### src/rtl/vrg_window.sv
module vrg_window #(
    parameter int LMUL_W = 3,
    parameter int REG_W  = 5,
    parameter int SUM_W  = REG_W + 2
) (
    input  logic [REG_W-1:0]         src_i,
    input  logic [REG_W-1:0]         vd_i,
    input  logic [SUM_W-1:0]         grp_i,
    input  logic signed [LMUL_W:0]   emul_i,
    input  logic                     narrow_i,
    input  logic                     en_i,
    output logic                     hit_o
);
    logic [SUM_W-1:0] src_w;
    logic [SUM_W-1:0] vd_w;
    logic [SUM_W-1:0] pow_w;
    logic             wide_hit;
    logic             narrow_hit;

    always_comb begin
        src_w = {{(SUM_W-REG_W){1'b0}}, src_i};
        vd_w  = {{(SUM_W-REG_W){1'b0}}, vd_i};
        if (emul_i < 0) begin
            pow_w = SUM_W'(1);
        end else begin
            pow_w = SUM_W'(1) << unsigned'(emul_i);
        end

        if (emul_i < 0) begin
            wide_hit = (src_w == vd_w);
        end else begin
            wide_hit = (src_w < (vd_w + grp_i - pow_w)) &&
                       (vd_w < (src_w + pow_w));
        end

        narrow_hit = (src_w < vd_w) &&
                     (vd_w <= (src_w + grp_i - SUM_W'(1)));

        hit_o = en_i && (narrow_i ? narrow_hit : wide_hit);
    end
endmodule

### config.mk
export PLATFORM = sky130hd
export DESIGN_NAME = vrg_window
export DESIGN_NICKNAME = d
export VERILOG_FILES = /design/src/rtl/vrg_window.sv
export SDC_FILE = /design/constraint.sdc
export NUM_CORES = 1
export LEC_CHECK = 0
export BUFFER_PORTS_ARGS = -buffer_cell sky130_fd_sc_hd__buf_2
export CORE_MARGIN = 10
export CORE_UTILIZATION = 55
export DETAILED_ROUTE_END_ITERATION = 6
export PLACE_DENSITY_LB_ADDON = 0.12
export REMOVE_ABC_BUFFERS = 1
export SYNTH_ARGS = -nofsm -noshare
export SYNTH_HDL_FRONTEND = slang
export SYNTH_SLANG_ARGS = --single-unit
### constraint.sdc
create_clock -name vclk -period 4.66
set_input_delay 0.932 -clock vclk [all_inputs]
set_output_delay 0.932 -clock vclk [all_outputs]
set_load 0.01 [all_outputs]
==> After elaboration in Yosys (flattened, before gate mapping) <==
Cells that the tools add are included.
W data, S select, Z words.
{ "totals": {"ff_bits": 0, "out_inout_bits": 1, "elab_cells": 18} }
{ "op_classes": {"addsub": 5, "n_lt_le_gt_ge": 5, "eq_ne": 1, "n_shift": 1, "muxes": 3, "reduce_logical": 3} }
{ "op_table": {"columns": ["op", "n"], "rows": [
  ["$add A5 B7 Y7", 3],
  ["$lt A5 B7 Y1", 2],
  ["$le A5 B7 Y1", 1],
  ["$mux W7", 1],
  ["$shl A1 B4 Y7 const A", 1],
  ["$sub A7 B1 Y7 const B", 1],
  ["$sub A7 B7 Y7", 1],
  ["$eq A5 B5 Y1", 1],
  ["$lt A5 B5 Y1", 1],
  ["$lt A4 B1 Y1 const B", 1],
  ["$logic_and A1 B1 Y1", 3],
  ["$mux W1", 2]
]} }

==> Longest topological paths before layout <==
Gate-level depths: netlist of run 1.
{ "depth": {"depth_word": 8, "mapped_depth": 15, "depth_no_buf": 15} }

==> Worst setup path after synthesis of run 1 <==
Ideal clock, no wire load.
{ "synth_timing": {"kind": "input port to output port", "startpoint": "input port emul_i[3]", "endpoint": "output port hit_o", "t_arrival_ns": 3.891, "setup_slack_ns": -0.163, "cell_stages": 14, "cell_sequence": "nand2b_4 > or3_2 > inv_1 > fa_1 > inv_1 > fa_1 > a21o_1 > a21oi_1 > xor2_1 > ha_1 > a21oi_1 > a21oi_1 > a221o_1 > a221oi_2"} }
{ "synth_via": {"elab_chain_len": 8} }
{ "synth_rtl": {"columns": ["item", "line", "rtl"], "rows": [
  ["start: declaration", "9", "input logic signed [LMUL_W:0] emul_i,"],
  ["$lt A4 B1 Y1 / $shl A1 B4 Y7 (equally long branches)", "23, 29, 26", null],
  ["$mux W7", "23", "if (emul_i < 0) begin"],
  ["$sub A7 B7 Y7 / $add A5 B7 Y7 (equally long branches)", "32, 33", null],
  ["$lt A5 B7 Y1, on equally long branches", "32, 33", null],
  ["$logic_and A1 B1 Y1", "32", "wide_hit = (src_w < (vd_w + grp_i - pow_w)) &&"],
  ["$mux W1 (*)", "29", "if (emul_i < 0) begin"],
  ["$mux W1 (*)", "39", "hit_o = en_i && (narrow_i ? narrow_hit : wide_hit);"],
  ["$logic_and A1 B1 Y1 (*)", "39", null],
  ["end: declaration", "12", "output logic hit_o"]
]} }
Every way passes the cells marked *; elsewhere a longest branch is shown, timed or not.

==> Final worst setup path of run 1 <==
{ "layout_timing": {"startpoint": "input port emul_i[2]", "endpoint": "output port hit_o"} }
The elaborated chain is that of the path after synthesis.

==> reports/qor.yml, run 1 <==
die_x_um: 70.7
clkbuf_count: 0
drt_iter0_drc: 40
status: "finished, violations left"
grt_pass1_wl_um: 6420
dieArea_sq_um: 5000
setup_viol: 1
regArea_sq_um: 0
synth_compound_area_frac: 0.170
worstSetupEndpointType: "output port"
overflow: 0
dpl-instance-area_sq_um: 1780
required_ns: 3.73
crit_arrival_ns: 3.94
layout_setup_ws_ns: -0.209
antenna_found_initial: 0
avgRoutedWirePerCell_um: 13.8
syn_area_sq_um: 1410
cp-start-kind: "primary input"
area_growth_pct: 33.2
crit_type: "primary input to output port"
synth_area_per_cell_sq_um: 7.64
firstDrtPassIters: 4
switching_share: 0.507
rows: 18
synth_cells: 185
muxShareOfSynthArea: 0
finalHoldViolCount: 0
synth_top_cell_by_area: "ha_1"
fmax_mhz: 205
grt_usage: 0.146
cts_hold_buf: 0
hp-class: "primary input to output port"
rsz0062_at_grt: "yes"
grt_pass1_vias: 1532
slew_viol_final: 0
drive_above_1_share: 0.319
gp_congestion: 0.873
cap_viol_max_count: 0
core_area_sq_um: 2450
fillCellCount: 189
initial_core_util: 0.576
post-route-util: 0.767
via_count: 1417
fin_crit_ns: 4.87
p_clk_frac: 0
synth_top_area_frac: 0.363
whs_ns: 2.19
power_frac_seq: 0
p_leak_uw: 0.00105
pwr-share-comb: 1.000
power_density_nw_per_um2: 148
drc: 0
multi_input_area_sq_um: 1300
p_sw_uw: 142
io_pins: 24
yosysWarnings: 0
drt_wl_total_um: 3690
relSlewSlack: 0.763
postLayoutCellArea_sq_um: 1880
synthSimpleGateAreaFrac: 0.145
synth_top_family_by_area: "adder cells"
nets: 311
viasPerCell: 5.29
design.seq.count: 0
crit_fanout: 4
synth_xor_area_frac: 0.0929
grt_max_degree: 6
synth_area_leaders: "ha_1 (36%), inv_1 (13%), fa_1 (9.9%)"
worstMarginPinSlew_ns: 0.354
ant_nets: 0
n_antenna_cell: 0
report.power.total_uw: 280
intPower_uw: 138
max-vdd-ir-drop_uv: 143
yosys.area_share.adder: 0.462
ys_seq_area_frac: 0
ys_types: 30
port_buffers: 24
detailedPlacementHpwl_um: 3280
fin_crit_sh: 1.04
violations: "setup timing"
die_h_um: 70.7
[power by group through the flow]
stage / clock, uW / combinational (uW) / sequential [uW]
2_1_floorplan: 0 / 170 / 0
3_3_place_gp: 0 / 243 / 0
3_5_place_dp: 0 / 256 / 0
4_1_cts: 0 / 276 / 0
5_1_grt: 0 / 315 / 0
6_report: 0 / 280 / 0
[timing repair]
item                       in CTS  in global routing
gates resized for setup        25                  3
setup endpoints to repair       1                  1
cloned                          0                  0
pin swaps                      16                  7
setup buffers                   1                  0
[worst max-delay path: stages]
cell and delay [ns]:
buf_4 0.13, nand2b_1 0.18, buf_4 0.15, nor2_1 0.19
fa_1 0.47, inv_1 0.08, ha_1 0.25, a21oi_2 0.15
xor2_1 0.16, ha_1 0.28, a21oi_2 0.14, a21oi_1 0.07
a221o_1 0.35, a221oi_2 0.25, buf_2 0.17
[final timing paths]
check / from / to / slack [ns] / depth (start not counted)
worst max-delay path: emul_i[2] / hit_o / -0.21 / 15
worst min-delay path: en_i / hit_o / 2.19 / 4
[synth_stat cells (all sizes together)]
master	count
a2111oi	1
a211oi	2
a21o	4
a21oi	16
a221o	1
a221oi	1
a311o	1
a31oi	1
and2b	1
and4bb	1
fa	7
ha	41
inv	49
nand2	7
nand2b	2
nand3	6
nor2	6
nor2b	3
nor3	5
nor3b	1
nor4b	1
o2111ai	1
o21ai	7
o21bai	2
o22ai	1
or2	1
or3	1
xnor2	9
xor2	6
[cells in the final DEF (no fill, tap or decap), drive strengths merged]
master,Yosys,layout
a21o,4,4
xor2,6,6
buf,0,53
xnor2,9,9
ha,41,41
nand2,7,7
nor2,6,6
nand3,6,6
o2111ai,1,1
nor3,5,5
nand2b,2,2
o21bai,2,2
a31oi,1,1
nor3b,1,1
o21ai,7,7
o22ai,1,1
a211oi,2,2
and2b,1,1
or2,1,1
a311o,1,1
fa,7,7
a221oi,1,1
inv,49,49
a221o,1,1
or3,1,1
and4bb,1,1
a21oi,16,16
nor4b,1,1
a2111oi,1,1
nor2b,3,3
[cell type report]
class                      count  share of cell area
multi-input combinational    136               0.692
timing repair buffer          53               0.191
inverter                      49              0.0977
tap                           30              0.0199
[kinds of logic after synthesis]
group,Yosys count
AND/OR/NAND/NOR,35
XOR/XNOR,15
AO/OA/AOI/OAI,38
adder cells (fa/ha/maj),48
buffers and inverters,49
[routing by layer]
layer  global-route usage  vias to the layer above  wire length [um]
met5                    0                        -                 0
met4               0.0172                        0                38
met3               0.0251                        6               216
met2                0.275                       37              1820
met1                0.169                      645              1620
li1                     -                      729                 -
[through the flow]
step	worst slack (ns)	cells	TNS, ns
after global routing	-0.334	268	-0.334
after floorplan	-0.163	185	-0.163
after global placement	-0.387	267	-0.387
final	-0.209	268	-0.209
after detailed placement	-0.473	267	-0.473
after CTS	-0.188	268	-0.188
No activity file was read; power rests on OpenSTA's default activity.
==> run 2: changes to the inputs <==
--- a/config.mk
+++ b/config.mk
@@ -10,7 +10,6 @@
 export CORE_UTILIZATION = 55
 export DETAILED_ROUTE_END_ITERATION = 6
 export PLACE_DENSITY_LB_ADDON = 0.12
-export REMOVE_ABC_BUFFERS = 1
 export SYNTH_ARGS = -nofsm -noshare
 export SYNTH_HDL_FRONTEND = slang
 export SYNTH_SLANG_ARGS = --single-unit
==> reports/qor.yml, run 2 (synthesis results as in run 1) <==
power_density_nw_per_um2: 146  # -1.8%
layout_setup_ws_ns: -0.268  # -0.0583 ns
antenna_found_initial: 0  # unchanged
synth_nets: 256
worstSetupEndpointType: "output port"
ant_nets: 0  # unchanged
power_frac_seq: 0  # unchanged
drive_above_1_share: 0.291  # -0.0287
p_leak_uw: 0.00102  # -2.9%
avgRoutedWirePerCell_um: 13.9  # +0.69%
via_count: 1389  # -2.0%
fmax_mhz: 203  # -1.2%
grt_pass1_wl_um: 6340  # -1.2%
overflow: 0  # unchanged
fin_crit_ns: 4.93  # +0.0583 ns
whs_ns: 2.19  # +0.00352 ns
required_ns: 3.73  # about the same
die_h_um: 70.7  # unchanged
post_cts_buffers: 0  # -1
design.seq.count: 0  # unchanged
die_x_um: 70.7  # unchanged
fillCellCount: 200  # +5.8%
n_antenna_cell: 0  # unchanged
grt_pass1_vias: 1480  # -3.4%
p_sw_uw: 136  # -4.2%
nets: 307  # -1.3%
fin_crit_sh: 1.06  # +0.0125
max-vdd-ir-drop_uv: 121  # -15%
gp_congestion: 0.880  # +0.76%
slew_viol_final: 0  # unchanged
rows: 18  # unchanged
drt_wl_total_um: 3660  # -0.81%
crit_arrival_ns: 4.00  # +0.06 ns
grt_max_degree: 5  # -1
drc: 0  # unchanged
io_pins: 24  # unchanged
grt_use_met1: 0.164  # -0.00500
hp-class: "primary input to output port"
cp-start-kind: "primary input"
drt_iter0_drc: 55  # +38%
dieArea_sq_um: 5000  # unchanged
status: "finished, violations left"
core_area_sq_um: 2450  # unchanged
use_met2: 0.285  # +0.00989
clkbuf_count: 0  # unchanged
final_cell_mix: "inv_1 (47), ha_1 (39), buf_4 (29), buf_2 (20), a21oi_1 (12)"
area_growth_pct: 29.3
intPower_uw: 131  # -5.2%
initial_core_util: 0.576  # unchanged
crit_type: "primary input to output port"
violations: "setup timing"
post-route-util: 0.745  # -0.0224
finalHoldViolCount: 0  # unchanged
regArea_sq_um: 0  # unchanged
crit_fanout: 4  # unchanged
cts_hold_buf: 0  # unchanged
use_met3: 0.0139  # -0.0112
dp_slack_ns: -0.345  # +0.128 ns
p_clk_frac: 0  # unchanged
switching_share: 0.510  # +0.00265
rsz0062_at_grt: "yes"
setup_viol: 1  # unchanged
firstDrtPassIters: 4  # unchanged
port_buffers: 24  # unchanged
top_usage_layer: "met2"
relSlewSlack: 0.759  # -0.00471
grt_usage: 0.145  # -0.000924
pwr-share-comb: 1.000  # about the same
viasPerCell: 5.26  # -0.49%
layout_commonest_cell: "inv_1"
cap_viol_max_count: 0  # unchanged
worstMarginPinSlew_ns: 0.353  # -0.00117 ns
detailedPlacementHpwl_um: 3310  # +1.0%
multi_input_area_sq_um: 1290  # -1.1%
==> run 2: cell type report <==
class,instances,share of cell area
Inverter,49,0.101
Timing Repair Buffer,49,0.174
Multi-Input combinational cell,136,0.705
Tap cell,30,0.0205
==> run 2: power by group through the flow <==
stage | logic (uW) | clock network [uW] | registers, uW
floorplan | 172 | 0 | 0
global placement | 242 | 0 | 0
detailed placement | 254 | 0 | 0
CTS | 261 | 0 | 0
global route | 303 | 0 | 0
finish | 266 | 0 | 0
==> run 2: through the flow <==
stage	TNS (ns)	area (sq um)	total power, uW	cells
after global routing	-0.380	1830	303	264
after global placement	-0.280	1770	242	264
after CTS	-0.238	1800	261	264
after floorplan	0	1420	172	185
final	-0.268	1830	266	264
after detailed placement	-0.345	1770	254	264
==> run 2: layer usage <==
layer,vias to the layer above,part of all wire,wire [um]
li1,718,-,-
met1,640,0.44,1620
met2,27,0.51,1860
met3,4,0.040,147
met4,0,0.011,42
met5,-,0,0
==> run 2: worst paths after layout <==
| path | start | endpoint | slack (ns) | depth (start not counted) |
|---|---|---|---|---|
| max | emul_i[0] | hit_o | -0.27 | 18 |
| min | en_i | hit_o | 2.19 | 4 |
==> run 2: worst max-delay path, cell delays in order <==
cell and delay [ns]:
buf_4 0.12, nor3_2 0.05, or2_2 0.31, buf_4 0.14
ha_1 0.19, inv_1 0.08, fa_2 0.21, inv_1 0.06
a21o_1 0.19, a21oi_2 0.14, xor2_1 0.16, ha_1 0.26
a21o_1 0.16, a31oi_1 0.15, a2111oi_0 0.09, a221o_1 0.36
a221oi_2 0.23, buf_2 0.16
==> run 2: timing repair <==
item | CTS | global route
setup endpoints to repair | 1 | 1
resized for setup | 8 | 6
gates cloned | 0 | 0
pin swaps | 7 | 1
